[src/rtl/settings_copy_select_pkg.sv]
`timescale 1ns/1ps
// Shared definitions for the dual-copy settings record selector.
// Assumes a 16-bit reflected CRC; widths of the datapath come from the top.
package settings_copy_select_pkg;

    typedef enum logic [3:0] {
        ST_IDLE,
        ST_PTR_LO,
        ST_PTR_HI,
        ST_PTR_CAP,
        ST_RANGE,
        ST_FETCH,
        ST_TAKE,
        ST_SHIFT,
        ST_DECIDE,
        ST_OUT_FETCH,
        ST_OUT_PUT
    } scs_state_e;

    localparam logic [15:0] SCS_CRC_SEED = 16'hFFFF;
    localparam logic [15:0] SCS_CRC_POLY = 16'hA001;

endpackage

[src/rtl/scs_crc_serial.sv]
`timescale 1ns/1ps
// Bit-serial reflected CRC engine.
// init reloads the seed, load XORs a byte into the low bits, step shifts one
// bit (LSB first). Assumes the controller issues 8 steps after each load.
module scs_crc_serial #(
    parameter int          W    = 16,
    parameter logic [W-1:0] POLY = settings_copy_select_pkg::SCS_CRC_POLY,
    parameter logic [W-1:0] SEED = settings_copy_select_pkg::SCS_CRC_SEED
) (
    input  logic         clk,
    input  logic         rst_n,
    input  logic         init,
    input  logic         load,
    input  logic [7:0]   byte_in,
    input  logic         step,
    output logic [W-1:0] crc
);
    logic [W-1:0] crc_q;

    // Remainder register: init has priority over load, load over step.
    always_ff @(posedge clk) begin
        if (!rst_n) begin
            crc_q <= SEED;
        end else if (init) begin
            crc_q <= SEED;
        end else if (load) begin
            crc_q <= crc_q ^ {{(W-8){1'b0}}, byte_in};
        end else if (step) begin
            crc_q <= (crc_q >> 1) ^ (crc_q[0] ? POLY : '0);
        end
    end

    assign crc = crc_q;
endmodule

[src/rtl/scs_copy_judge.sv]
`timescale 1ns/1ps
// Chooses between two record copies from their validity and update counts.
// Copy 1 wins only when it is valid and either copy 0 is invalid or its
// count is strictly larger. Purely combinational.
module scs_copy_judge #(
    parameter int CNT_W = 16
) (
    input  logic [1:0]       valid,
    input  logic [CNT_W-1:0] count0,
    input  logic [CNT_W-1:0] count1,
    output logic             any_valid,
    output logic             take_second
);
    // Arbitration between the two copies.
    always_comb begin
        any_valid   = valid[0] | valid[1];
        take_second = valid[1] & (~valid[0] | (count1 > count0));
    end
endmodule

[src/rtl/settings_copy_select.sv]
`timescale 1ns/1ps
// Dual-copy settings record selector (top).
// Reads a pointer from the header, checks two record copies with a serial
// CRC, picks the newer valid copy and streams its payload out.
// Assumes a memory with one cycle of read latency and a start pulse.
module settings_copy_select #(
    parameter int ADDR_W      = 18,
    parameter int REC_LEN     = 112,
    parameter int PTR_ADDR    = 32,
    parameter int PTR_SHIFT   = 3,
    parameter int COPY_STRIDE = 256,
    parameter int BASE_LIMIT  = 32'h3FE00,
    localparam int IDX_W      = $clog2(REC_LEN)
) (
    input  logic              clk,
    input  logic              rst_n,
    input  logic              start,
    output logic              mem_rd_en,
    output logic [ADDR_W-1:0] mem_addr,
    input  logic [7:0]        mem_rdata,
    output logic              busy,
    output logic              out_we,
    output logic [IDX_W-1:0]  out_idx,
    output logic [7:0]        out_data,
    output logic              done,
    output logic              ok,
    output logic              pick_second
);
    import settings_copy_select_pkg::*;

    localparam int POS_W  = $clog2(REC_LEN + 4);
    localparam int BASE_W = 16 + PTR_SHIFT;
    localparam logic [BASE_W-1:0] LIMIT_V   = BASE_W'(BASE_LIMIT);
    localparam logic [POS_W-1:0]  POS_CNTLO = POS_W'(REC_LEN);
    localparam logic [POS_W-1:0]  POS_CNTHI = POS_W'(REC_LEN + 1);
    localparam logic [POS_W-1:0]  POS_SUMLO = POS_W'(REC_LEN + 2);
    localparam logic [POS_W-1:0]  POS_LAST  = POS_W'(REC_LEN + 3);
    localparam logic [POS_W-1:0]  POS_OUTND = POS_W'(REC_LEN - 1);

    scs_state_e        state_q;
    logic [7:0]        ptr_lo_q;
    logic [BASE_W-1:0] base_q;
    logic [POS_W-1:0]  pos_q;
    logic [2:0]        bit_q;
    logic              copy_q;
    logic [7:0]        cnt_lo_q;
    logic [7:0]        sum_lo_q;
    logic [15:0]       count_q [2];
    logic [1:0]        valid_q;
    logic              done_q, ok_q, pick_q;

    logic [15:0]       crc_val;
    logic              crc_init, crc_load, crc_step, crc_match;
    logic              any_valid, take_second;
    logic [ADDR_W-1:0] rec_addr;

    scs_crc_serial #(.W(16)) u_crc (
        .clk     (clk),
        .rst_n   (rst_n),
        .init    (crc_init),
        .load    (crc_load),
        .byte_in (mem_rdata),
        .step    (crc_step),
        .crc     (crc_val)
    );

    scs_copy_judge #(.CNT_W(16)) u_judge (
        .valid       (valid_q),
        .count0      (count_q[0]),
        .count1      (count_q[1]),
        .any_valid   (any_valid),
        .take_second (take_second)
    );

    // CRC engine control and checksum comparison.
    always_comb begin
        crc_init  = (state_q == ST_FETCH) && (pos_q == '0);
        crc_load  = (state_q == ST_TAKE) && (pos_q < POS_CNTLO);
        crc_step  = (state_q == ST_SHIFT);
        crc_match = ({mem_rdata, sum_lo_q} == crc_val);
    end

    // Memory address of the current byte within the current copy.
    always_comb begin
        rec_addr = ADDR_W'(base_q) + (copy_q ? ADDR_W'(COPY_STRIDE) : '0)
                 + ADDR_W'(pos_q);
        mem_rd_en = (state_q == ST_PTR_LO) || (state_q == ST_PTR_HI) ||
                    (state_q == ST_FETCH)  || (state_q == ST_OUT_FETCH);
        if (state_q == ST_PTR_LO)      mem_addr = ADDR_W'(PTR_ADDR);
        else if (state_q == ST_PTR_HI) mem_addr = ADDR_W'(PTR_ADDR + 1);
        else                           mem_addr = rec_addr;
    end

    // Sequencer: header, two checked copies, decision, payload delivery.
    always_ff @(posedge clk) begin
        if (!rst_n) begin
            state_q  <= ST_IDLE;
            ptr_lo_q <= '0;
            base_q   <= '0;
            pos_q    <= '0;
            bit_q    <= '0;
            copy_q   <= 1'b0;
            cnt_lo_q <= '0;
            sum_lo_q <= '0;
            count_q  <= '{default: '0};
            valid_q  <= '0;
            done_q   <= 1'b0;
            ok_q     <= 1'b0;
            pick_q   <= 1'b0;
        end else begin
            done_q <= 1'b0;
            case (state_q)
                ST_IDLE: if (start) begin
                    ok_q    <= 1'b0;
                    pick_q  <= 1'b0;
                    state_q <= ST_PTR_LO;
                end
                ST_PTR_LO: state_q <= ST_PTR_HI;
                ST_PTR_HI: begin
                    ptr_lo_q <= mem_rdata;
                    state_q  <= ST_PTR_CAP;
                end
                ST_PTR_CAP: begin
                    base_q  <= {mem_rdata, ptr_lo_q, {PTR_SHIFT{1'b0}}};
                    state_q <= ST_RANGE;
                end
                ST_RANGE: begin
                    if (base_q > LIMIT_V) begin
                        done_q  <= 1'b1;
                        state_q <= ST_IDLE;
                    end else begin
                        copy_q  <= 1'b0;
                        pos_q   <= '0;
                        state_q <= ST_FETCH;
                    end
                end
                ST_FETCH: state_q <= ST_TAKE;
                ST_TAKE: begin
                    if (pos_q < POS_CNTLO) begin
                        bit_q   <= '0;
                        state_q <= ST_SHIFT;
                    end else begin
                        if (pos_q == POS_CNTLO)      cnt_lo_q <= mem_rdata;
                        else if (pos_q == POS_CNTHI) count_q[copy_q] <= {mem_rdata, cnt_lo_q};
                        else if (pos_q == POS_SUMLO) sum_lo_q <= mem_rdata;
                        else                         valid_q[copy_q] <= crc_match;
                        if (pos_q == POS_LAST) begin
                            pos_q <= '0;
                            if (copy_q) begin
                                state_q <= ST_DECIDE;
                            end else begin
                                copy_q  <= 1'b1;
                                state_q <= ST_FETCH;
                            end
                        end else begin
                            pos_q   <= pos_q + POS_W'(1);
                            state_q <= ST_FETCH;
                        end
                    end
                end
                ST_SHIFT: begin
                    bit_q <= bit_q + 3'd1;
                    if (bit_q == 3'd7) begin
                        pos_q   <= pos_q + POS_W'(1);
                        state_q <= ST_FETCH;
                    end
                end
                ST_DECIDE: begin
                    if (!any_valid) begin
                        done_q  <= 1'b1;
                        state_q <= ST_IDLE;
                    end else begin
                        copy_q  <= take_second;
                        pick_q  <= take_second;
                        pos_q   <= '0;
                        state_q <= ST_OUT_FETCH;
                    end
                end
                ST_OUT_FETCH: state_q <= ST_OUT_PUT;
                ST_OUT_PUT: begin
                    if (pos_q == POS_OUTND) begin
                        ok_q    <= 1'b1;
                        done_q  <= 1'b1;
                        state_q <= ST_IDLE;
                    end else begin
                        pos_q   <= pos_q + POS_W'(1);
                        state_q <= ST_OUT_FETCH;
                    end
                end
                default: state_q <= ST_IDLE;
            endcase
        end
    end

    // Output drive.
    always_comb begin
        busy        = (state_q != ST_IDLE);
        out_we      = (state_q == ST_OUT_PUT);
        out_idx     = pos_q[IDX_W-1:0];
        out_data    = mem_rdata;
        done        = done_q;
        ok          = ok_q;
        pick_second = pick_q;
    end
endmodule

[config.mk]
export PLATFORM = sky130hd
export DESIGN_NAME = settings_copy_select
export DESIGN_NICKNAME = d
export VERILOG_FILES = /design/src/rtl/settings_copy_select_pkg.sv /design/src/rtl/scs_crc_serial.sv /design/src/rtl/scs_copy_judge.sv /design/src/rtl/settings_copy_select.sv
export SDC_FILE = /design/constraint.sdc
export NUM_CORES = 1
export LEC_CHECK = 0
export BUFFER_PORTS_ARGS = -buffer_cell sky130_fd_sc_hd__buf_2
export CORE_MARGIN = 5
export CORE_UTILIZATION = 40
export CTS_BUF_LIST = sky130_fd_sc_hd__clkbuf_8
export DETAILED_ROUTE_END_ITERATION = 7
export GPL_ROUTABILITY_DRIVEN = 0
export GPL_TIMING_DRIVEN = 0
export HOLD_SLACK_MARGIN = 0.06
export PLACE_DENSITY = 0.56
export SLEW_MARGIN = 20
export SYNTH_ARGS = -nofsm -noshare
export SYNTH_HDL_FRONTEND = slang
export SYNTH_SLANG_ARGS = --single-unit
[constraint.sdc]
create_clock -name clk -period 2.8 [get_ports clk]
set_input_delay 0.56 -clock clk [delete_from_list [all_inputs] [get_ports clk]]
set_output_delay 0.56 -clock clk [all_outputs]
set_load 0.05 [all_outputs]
# == Yosys cells after proc, flatten, opt, wreduce, memory -nomap -nowiden ==
# Cells that the tools add are included.
# totals
reg_bits,108
inputBits,11
output_inout_bits,39
# classes
add_sub_neg,4
n_lt_le_gt_ge,7
n_eq_ne,26
muxes,43
n_bitwise,12
reduce_logical,27
# op_table
cell,count
16-bit two-way mux,4
4-bit case mux with 11 select lines,1
7-bit two-way mux,6
18-bit two-way mux,2
"7-bit == test, second input constant",5
7-bit case mux with 5 select lines,1
32-bit bitwise mux,1
4-bit two-way mux,7
"19-bit by 18-bit greater-than comparator with 1-bit output, second input constant",1
18-bit by 7-bit adder with 18-bit output,1
18-bit by 9-bit adder with 18-bit output,1
16-bit demux with 1-bit select,1
16-bit == test,1
"4-bit by 3-bit == test with 1-bit output, second input constant",4
16-bit greater-than comparator,1
15-bit by 16-bit XOR with 16-bit output,1
16-bit by 8-bit XOR with 16-bit output,1
5-bit AND reduction,3
"4-bit == test, second input constant",3
1-bit two-way mux,10
"2-bit inequality test, second input constant",5
9-bit two-way mux,1
3-bit AND reduction,3
"4-bit by 2-bit == test with 1-bit output, second input constant",2
other kinds (32),53

# == Depth between registers and ports, before layout ==
# Gate-level depths: netlist of run 1.
# depth
word_depth,6
ltp_mapped,8
depth_no_buf,7

# == Hierarchy ==
# A second synthesis of run 1 with hierarchy kept.
# hier_totals
hier_cells,732
hier_area_um2,5964.5
# modules_own_cells
mod,instances,cells_each,area_per_inst_um2
settings_copy_select,1,585,4774.6
scs_crc_serial,1,88,763.2
scs_copy_judge,1,59,426.7

# == Worst setup path before layout of run 1 ==
# OpenSTA, ideal clock, no wires.
# synth_path
kind,register -> output
from,reg pos_q[4] (netlist: out_idx[4])
to,out mem_addr[10]
arrival_time_ps,2931
required_time_ps,2240
setup_slack_ps,-691
path_stages_with_launch,7
cell_sequence,dfxtp_1 -> ha_1 -> a21o_1 -> a21o_1 -> a211oi_1 -> o21ai_0 -> a21oi_1
# synth_via
elab_chain_len,3
# synth_lines
element,line,text
from (decl),settings_copy_select.sv:43,logic [POS_W-1:0] pos_q;
from (signal assigned),settings_copy_select.sv:156,pos_q <= pos_q + POS_W'(1);
from (signal assigned),settings_copy_select.sv:164,pos_q <= pos_q + POS_W'(1);
from (signal assigned),settings_copy_select.sv:186,pos_q <= pos_q + POS_W'(1);
18-bit by 7-bit adder with 18-bit output,settings_copy_select.sv:86,+ ADDR_W'(pos_q);
18-bit two-way mux,settings_copy_select.sv:90,else if (state_q == ST_PTR_HI) mem_addr = ADDR_W'(PTR_ADDR + 1);
18-bit two-way mux,settings_copy_select.sv:89,if (state_q == ST_PTR_LO) mem_addr = ADDR_W'(PTR_ADDR);
to (decl),settings_copy_select.sv:19,"output logic [ADDR_W-1:0] mem_addr,"
# No other way between the ends.

# == Worst setup path after layout of run 1 ==
# layout_path
from,reg pos_q[3] (netlist: out_idx[3])
to,out mem_addr[13]
# The elaborated chain is that of the path after synthesis.

==> flow_summary.ini, run 1 <==
[run_status]
status = finished, violations left
violations = negative setup slack

[yosys]
syn-num-nets = 772
synthCells = 733
synth_top_area_share_pct = 37.4
synth.yosys.seq_area_share_pct = 37.4
postSynthAreaPerCell_um2 = 7.89
yosysWarningCount = 0
ys_top_cells_by_area = dfxtp_1 37%, nand2_1 11%, ha_1 5.8%
ys.flop_type = dfxtp_1
syn_area_um2 = 5790
ys_ff_latch = 108
synth.largest_area_cell = dfxtp_1
synth_async_sr_flop_share_pct = 0
synth_edf_count = 0
synth_cell_types = 64

[placement]
place_inst = 957
dp_slack_ns = -0.362
port_buffers = 40
hpwl_um = 11700

[worst_hold_path]
min_from = count_q[20]$_SDFFE_PN0P_
hold_class = flop to flop

[timing]
period_share_pct = 102
tightest_slew_ns = 0.761
tns_ns = -0.372
rsz0062_at_grt = true
relSlewSlack_pct = 49.3
hold_violations = 0
setup_viol_count_final = 8
fmax_mhz = 349
slew_violations = 0
clock-skew-final_ns = 0.00954
period_minus_slack_ns = 2.87
setup_ws_ns = -0.0686
worst_hold_slack_ns = 0.461

[route]
antenna_left = 0
drc = 0
vias_per_cell = 5.35
drtIter0Drc = 277
wl_per_cell_um = 16.3
routed_wl_um = 16000
firstDrtPassIters = 5
vias = 5229

[pwr]
power_density_nw_per_um2 = 437
ir_drop_uv = 382
power.leakage_nw = 2.60

[critical_path]
crit_path_start_kind = flop
crit_path_max_fanout = 3
crit_type = flop to output port
worstPathRequired_ns = 2.24
critPathCaptureType = output port
crit_path_start = out_idx[3]$_SDFFE_PN0P_
crit_arrival_ns = 2.31
r2r-start = out_idx[0]$_SDFFE_PN0P_

[floorplan]
start_util_pct = 40.3
dieArea_um2 = 17000
io_pins = 50
core_um2 = 14400
dieWidth_um = 130
fp.dieH_um = 130
std_cell_rows = 44

[global_route]
globalRouteMet3Util_pct = 2.62
antenna_found_initial = 0
grt-ovfl-total = 0
grt_pass1_wl_um = 26200
grt_use_total_pct = 19.5
grt_pass1_vias = 5139
grt_max_degree = 19
top_usage_layer = met2
grt_util_met1_pct = 27.0
grtUsageMet2_pct = 31.7

[clock_network]
htreeDepth = 3
clk_pin_slew_ns = 0.11
worstSkewPairLatency_ns = 0.40
numCtsBuffers = 9
cts_tree = done
clock_path_buffers = 2
root_buffer = clkbuf_8
clkSinkCount = 108
ctsHoldBuffers = 0

[final_layout]
n_antenna_cell = 0
nNetsFinal = 828
fin_util_pct = 47.2
most-common-layout-cells = 173 x nand2_1, 101 x dfxtp_1, 57 x a21oi_1
layout_commonest_cell = nand2_1
finalNonFillerCells = 978
area_delta_synth_final_pct = 17.1
drive_gt1_share_pct = 19.4

[job]
drv_cap = 0
[power breakdown]
| group | switching [W] | total, W | internal [W] | leakage (nW) |
|---|---|---|---|---|
| clock | 0.000573 | 0.00108 | 0.000508 | 0.106 |
| sequential | 0.0000186 | 0.00156 | 0.00154 | 0.876 |
| combinational | 0.000237 | 0.000319 | 0.0000818 | 1.62 |
| total | 0.000828 | 0.00296 | 0.00213 | 2.60 |
[critical path, stage by stage (launching register included)]
cell and delay, ns:
dfxtp_4 0.38, ha_4 0.13, fa_2 0.19, a21o_1 0.15, a21oi_4 0.09, o21ba_4 0.24, or4_4 0.43, a21oi_4 0.14
buf_6 0.17
[sequential cells by signal, summed over array words and instances, names as in the netlist, 3 cells and up]
| signal | cells |
|---|---|
| base_q | 16 |
| bit_q | 3 |
| cnt_lo_q | 8 |
| count_q | 32 |
| out_idx | 7 |
| ptr_lo_q | 8 |
| state_q | 4 |
| sum_lo_q | 8 |
| u_crc.crc | 16 |
[Yosys cell counts, types with 4 or more instances]
cell type  count
nand2_1      173
dfxtp_1      108
a21oi_1       65
nor2_1        42
nand3_1       32
inv_1         30
clkbuf_1      28
ha_1          27
a21oi_2       20
xor2_1        18
o21ai_0       17
mux2i_1       16
nor3_1        12
buf_2          9
buf_4          8
or3_1          8
and2_1         7
nand2b_1       7
nor4_1         7
a211oi_1       6
a31oi_1        5
mux2_2         5
nand4_1        5
o31ai_1        5
xnor2_1        5
a21o_1         4
buf_6          4
nor2b_1        4
or4_1          4
[layer usage]
layer / vias to the layer above / wire length [um]
li1: 2615 / -
met1: 2503 / 7860
met2: 98 / 7390
met3: 13 / 510
met4: 0 / 229
met5: - / 0
[final timing paths]
check                           cells after the start  slack [ns]                  endpoint
worst max-delay path                                8       -0.07              mem_addr[13]
worst min-delay path                                2        0.46  count_q[20]$_SDFFE_PN0P_
worst max register to register                      7        0.28       copy_q$_SDFFE_PN0P_
worst min register to register                      2        0.46  count_q[20]$_SDFFE_PN0P_
[logic make-up after synthesis]
group           count (synthesis)  share of synthesized area (%)
compound gates                151                           16.8
xor+xnor                       23                           3.48
fa+ha+maj                      28                           6.18
buf+inv                        81                           6.49
flops                         108                           37.4
mux                            21                           3.74
simple gates                  321                           25.9
[metrics by stage]
step	instance area, um^2	power [W]
final	6780	0.00296
after global routing	6780	0.00307
after CTS	6750	0.00298
after detailed placement	6290	0.00191
after global placement	6290	0.00190
after floorplan	5860	0.00182
[cell type report]
class	count	area, um^2
Inverter	31	116
Clock inverter	7	101
Timing Repair Buffer	47	318
Buffer	48	264
Sequential cell	108	2180
Clock buffer	9	124
Tap cell	184	230
Fill cell	1437	7590
Multi-Input combinational cell	544	3440
[timing repair]
| action | 4_1_cts | 5_1_grt |
|---|---|---|
| pin swaps | 10 | 7 |
| resized for setup | 52 | 12 |
| endpoints found under the setup margin | 18 | 14 |
| hold endpoints to repair | 0 | 0 |
| buffers inserted | 7 | 0 |
No activity file was read; power rests on OpenSTA's default activity.
==> run 2, diff against run 1 <==
--- a/config.mk
+++ b/config.mk
@@ -7,13 +7,13 @@
 export LEC_CHECK = 0
 export BUFFER_PORTS_ARGS = -buffer_cell sky130_fd_sc_hd__buf_2
 export CORE_MARGIN = 5
-export CORE_UTILIZATION = 40
+export CORE_UTILIZATION = 47
 export CTS_BUF_LIST = sky130_fd_sc_hd__clkbuf_8
 export DETAILED_ROUTE_END_ITERATION = 7
 export GPL_ROUTABILITY_DRIVEN = 0
 export GPL_TIMING_DRIVEN = 0
 export HOLD_SLACK_MARGIN = 0.06
-export PLACE_DENSITY = 0.56
+export PLACE_DENSITY = 0.64
 export SLEW_MARGIN = 20
 export SYNTH_ARGS = -nofsm -noshare
 export SYNTH_HDL_FRONTEND = slang
==> flow_summary.ini, run 2 (synthesis gave the netlist of run 1 again) <==
[route]
drtIter0Drc = 405
antenna_left = 0
vias_per_cell = 5.56
drc = 0
vias = 5357
firstDrtPassIters = 7
wl_per_cell_um = 16.5
routed_wl_um = 15900

[critical_path]
worstRegToRegCells = 7
timing.reg2reg.setup_slack_ns = 0.34
slowest_stage = or4_4
slowest_delay_ns = 0.43
crit_arrival_ns = 2.29
rr_endpoint = out_idx[2]$_SDFFE_PN0P_
r2r-start = out_idx[0]$_SDFFE_PN0P_
critPathCaptureType = output port
crit_chain = ha_4 -> fa_2 -> a21o_1 -> a21oi_4 -> o21ba_4 -> or4_4 -> a21oi_4 -> buf_6
crit_path_max_fanout = 3
crit_path_start_kind = flop
worstPathRequired_ns = 2.24
cpMostUsedCell = a21oi_4
crit_type = flop to output port

[worst_hold_path]
whs_path_depth = 2
min_from = count_q[18]$_SDFFE_PN0P_
hold_path_end = count_q[18]$_SDFFE_PN0P_
hold_class = flop to flop

[timing]
period_minus_slack_ns = 2.85
setup_ws_ns = -0.0530
relSlewSlack_pct = 46.2
period_share_pct = 102
hold_violations = 0
rsz0062_at_grt = true
tightest_slew_ns = 0.807
clock-skew-final_ns = 0.0138
setup_viol_count_final = 8
fmax_mhz = 351
slew_violations = 0

[floorplan]
io_pins = 50
core_um2 = 12100
dieWidth_um = 121
start_util_pct = 48.0
dieArea_um2 = 14600
fp.dieH_um = 121
std_cell_rows = 40

[clock_network]
cts_tree = done
numCtsBuffers = 9
root_buffer = clkbuf_8
clk_pin_slew_ns = 0.10
htreeDepth = 3
worstSkewPairLatency_ns = 0.40
clock_path_buffers = 2
ctsHoldBuffers = 0
clkSinkCount = 108

[final_layout]
most-common-layout-cells = 173 x nand2_1, 99 x dfxtp_1, 58 x a21oi_1
n_antenna_cell = 0
largest_reg_flops = 32
finalNonFillerCells = 964
fillers = 1157
nNetsFinal = 830
layout_commonest_cell = nand2_1
fin_util_pct = 56.0
drive_gt1_share_pct = 20.4
design_area_um2 = 6750
largest_register = count_q
area_delta_synth_final_pct = 16.6

[global_route]
antenna_found_initial = 0
grt_use_total_pct = 22.4
grt_max_degree = 19
grt-ovfl-total = 0
grt_pass1_vias = 5164
grt_pass1_wl_um = 26200

[run_status]
status = finished, violations left
violations = negative setup slack

[pwr]
power.leakage_nw = 2.61
ir_drop_uv = 487
power_density_nw_per_um2 = 419

[placement]
port_buffers = 40
place_inst = 941
hpwl_um = 11400
post_dp_cell_area_um2 = 6270

[job]
drv_cap = 0
==> run 2: stage by stage <==
stage	hold slack (ns)	worst slack (ns)	TNS (ns)	total power (W)
5_1_grt	0.476	-0.137	-0.954	0.00294
4_1_cts	0.457	-0.0632	-0.231	0.00284
2_1_floorplan	0.432	-0.0342	-0.0965	0.00182
3_5_place_dp	0.443	-0.386	-3.06	0.00191
6_report	0.454	-0.0530	-0.217	0.00283
3_3_place_gp	0.439	-0.284	-2.27	0.00190
==> run 2: critical path, delay by kind of cell, from the launching register on <==
kind,cells,cell delay [ns]
buffers and inverters,1,0.17
adders and majority gates,2,0.34
DFF,1,0.38
AOI/OAI and AO/OA,4,0.60
and+or+nand+nor,1,0.43
==> run 2: how the worst max path moves through the flow <==
| stage | start | to | slack, ns |
|---|---|---|---|
| 5_1_grt | base_q[4]$_SDFFE_PN0P_ | mem_addr[17] | -0.14 |
| 3_3_place_gp | state_q[0]$_SDFFE_PN0P_ | mem_addr[6] | -0.28 |
| 2_1_floorplan | state_q[0]$_SDFFE_PN0P_ | mem_addr[6] | -0.03 |
| 4_1_cts | out_idx[3]$_SDFFE_PN0P_ | mem_addr[13] | -0.06 |
| 3_5_place_dp | state_q[0]$_SDFFE_PN0P_ | mem_addr[7] | -0.39 |
| 6_report | out_idx[3]$_SDFFE_PN0P_ | mem_addr[13] | -0.05 |
==> run 2: timing repair <==
item	CTS	global route
pin swaps	14	6
gates cloned	0	0
gates resized for setup	56	9
setup endpoints to repair	18	15
buffers inserted	9	2
endpoints found under the hold margin	0	0
==> run 2: power by group <==
part / total, W / internal, W / leakage [nW] / switching (W)
registers: 0.00156 / 0.00155 / 0.876 / 0.0000182
clock network: 0.000941 / 0.000382 / 0.0965 / 0.000559
logic: 0.000325 / 0.0000817 / 1.64 / 0.000243
total: 0.00283 / 0.00201 / 2.61 / 0.000820
==> run 2: area by class of cell <==
class	instances	area [um^2]	share of cell area (%)
Buffer	48	264	3.91
Clock buffer	11	151	2.24
Clock inverter	5	42.5	0.630
Inverter	31	116	1.72
Multi-Input combinational cell	544	3450	51.1
Sequential cell	108	2180	32.4
Tap cell	168	210	3.11
Timing Repair Buffer	49	330	4.89
==> run 2: routing by layer <==
| metal | part of all wire [%] | GRT usage (%) |
|---|---|---|
| met5 | 0 | 0 |
| met1 | 45 | 29.2 |
| met4 | 1.3 | 5.10 |
| met2 | 48 | 37.4 |
| met3 | 5.8 | 5.31 |
==> run 3, diff against run 2 <==
--- a/config.mk
+++ b/config.mk
@@ -11,7 +11,6 @@
 export CTS_BUF_LIST = sky130_fd_sc_hd__clkbuf_8
 export DETAILED_ROUTE_END_ITERATION = 7
 export GPL_ROUTABILITY_DRIVEN = 0
-export GPL_TIMING_DRIVEN = 0
 export HOLD_SLACK_MARGIN = 0.06
 export PLACE_DENSITY = 0.64
 export SLEW_MARGIN = 20
==> flow_summary.ini, run 3 (synthesis gave the netlist of run 1 again) <==
[route]
drc = 0
firstDrtPassIters = 5
routed_wl_um = 15000
vias = 5201
vias_per_cell = 5.49
wl_per_cell_um = 15.8
antenna_left = 0
drtIter0Drc = 415

[global_route]
grt-ovfl-total = 0
grt_max_degree = 45
grt_pass1_vias = 5067
grt_pass1_wl_um = 25100
antenna_found_initial = 0
grt_use_total_pct = 21.2

[critical_path]
slowest_delay_ns = 0.38
crit_arrival_ns = 2.32
worstRegToRegCells = 7
r2r-start = out_idx[4]$_SDFFE_PN0P_
rr_endpoint = copy_q$_SDFFE_PN0P_
crit_chain = buf_6 -> fa_2 -> a21o_1 -> a21oi_4 -> o21bai_4 -> a31oi_2 -> a41o_1 -> buf_6
cp_num_buf_inv = 2
crit_path_max_fanout = 6
crit_type = flop to output port
worstPathRequired_ns = 2.24
cpMostUsedCell = buf_6
cp_top_family = compound AO/OA/AOI/OAI gates
slowest_stage = fa_2
crit_path_start_kind = flop
timing.reg2reg.setup_slack_ns = 0.50
critPathCaptureType = output port

[timing]
hold_violations = 0
clock-skew-final_ns = 0.0116
tns_ns = -0.351
slew_violations = 0
worst_hold_slack_ns = 0.459
relSlewSlack_pct = 48.4
period_minus_slack_ns = 2.88
fmax_mhz = 347
setup_ws_ns = -0.0835
rsz0062_at_grt = true
tightest_slew_ns = 0.773
period_share_pct = 103
setup_viol_count_final = 8

[job]
drv_cap = 0

[final_layout]
largest_reg_flops = 32
most-common-layout-cells = 173 x nand2_1, 102 x dfxtp_1, 57 x a21oi_1
finalNonFillerCells = 947
nNetsFinal = 813
layout_commonest_cell = nand2_1
n_antenna_cell = 0
drive_gt1_share_pct = 21.2
area_delta_synth_final_pct = 15.5
largest_register = count_q

[pwr]
p_total_w = 0.00278
power_density_nw_per_um2 = 415
ir_drop_uv = 459
power.leakage_nw = 2.61

[worst_hold_path]
min_from = count_q[20]$_SDFFE_PN0P_
hold_class = flop to flop
whs_path_depth = 2
hold_path_end = count_q[20]$_SDFFE_PN0P_

[floorplan]
core_um2 = 12100
dieWidth_um = 121
start_util_pct = 48.0
fp.dieH_um = 121
std_cell_rows = 40
io_pins = 50
dieArea_um2 = 14600

[clock_network]
clk_pin_slew_ns = 0.11
htreeDepth = 3
cts_tree = done
numCtsBuffers = 9
clkSinkCount = 108
ctsHoldBuffers = 0
worstSkewPairLatency_ns = 0.39
root_buffer = clkbuf_8
clock_path_buffers = 2

[placement]
place_inst = 921
dp_slack_ns = 0.0210
hpwl_um = 10700
port_buffers = 49

[run_status]
violations = negative setup slack
status = finished, violations left
-- run 3: cell types whose count changed in the layout (fill, tap and decap cells not counted), sizes merged --
cell	previous run	this run
clkbuf	37	9
buf	71	80
clkinv	2	4
-- run 3: final cells by class --
type                            count  area (um^2)
Timing Repair Buffer               80          548
Inverter                           31          116
Fill cell                        1123         5380
Clock buffer                        9          124
Sequential cell                   108         2170
Tap cell                          168          210
Multi-Input combinational cell    544         3450
Clock inverter                      7         60.1
-- run 3: how the worst max path moves through the flow --
stage                   endpoint                     from  cells past startpoint  slack, ns
detailed placement  mem_addr[10]   base_q[4]$_SDFFE_PN0P_                      7       0.02
global placement    mem_addr[17]  out_idx[3]$_SDFFE_PN0P_                      8        0.1
global route        mem_addr[17]  out_idx[4]$_SDFFE_PN0P_                      8      -0.17
floorplan            mem_addr[6]  state_q[0]$_SDFFE_PN0P_                      6      -0.03
finish              mem_addr[17]  out_idx[4]$_SDFFE_PN0P_                      8      -0.08
CTS                 mem_addr[16]   base_q[4]$_SDFFE_PN0P_                      7      -0.07
-- run 3: what timing repair did --
item,in CTS,in global routing
setup endpoints to repair,10,10
buffers inserted,7,3
hold endpoints to repair,0,0
cloned,0,0
gates resized for setup,44,8
pin swaps,9,9
-- run 3: worst reg2reg max path: cells and delay by family, from the launching register on --
kind            cells  cell delay (ns)
compound gates      3             0.89
simple gates        2             0.68
buf+inv             2             0.25
flops               1             0.37
-- run 3: power breakdown --
group / switching [W] / total [W] / leakage (nW) / internal [W]
clock network: 0.000574 / 0.000910 / 0.0927 / 0.000336
logic: 0.000228 / 0.000300 / 1.65 / 0.0000724
registers: 0.0000195 / 0.00157 / 0.874 / 0.00155
total: 0.000821 / 0.00278 / 2.61 / 0.00196
-- run 3: metal layers --
| metal | vias to the layer above | track usage [%] | share of wire, % |
|---|---|---|---|
| met2 | 136 | 34.6 | 47 |
| li1 | 2589 | - | - |
| met5 | - | 0 | 0 |
| met3 | 16 | 4.57 | 5.2 |
| met1 | 2460 | 29.0 | 46 |
| met4 | 0 | 4.18 | 1.2 |
-- run 3: metrics by stage --
stage / cell area [um^2] / utilization (%)
detailed placement: 6210 / 51.5
global route: 6680 / 55.4
floorplan: 5860 / -
CTS: 6630 / 55.0
global placement: 6210 / 51.5
finish: 6680 / 55.4
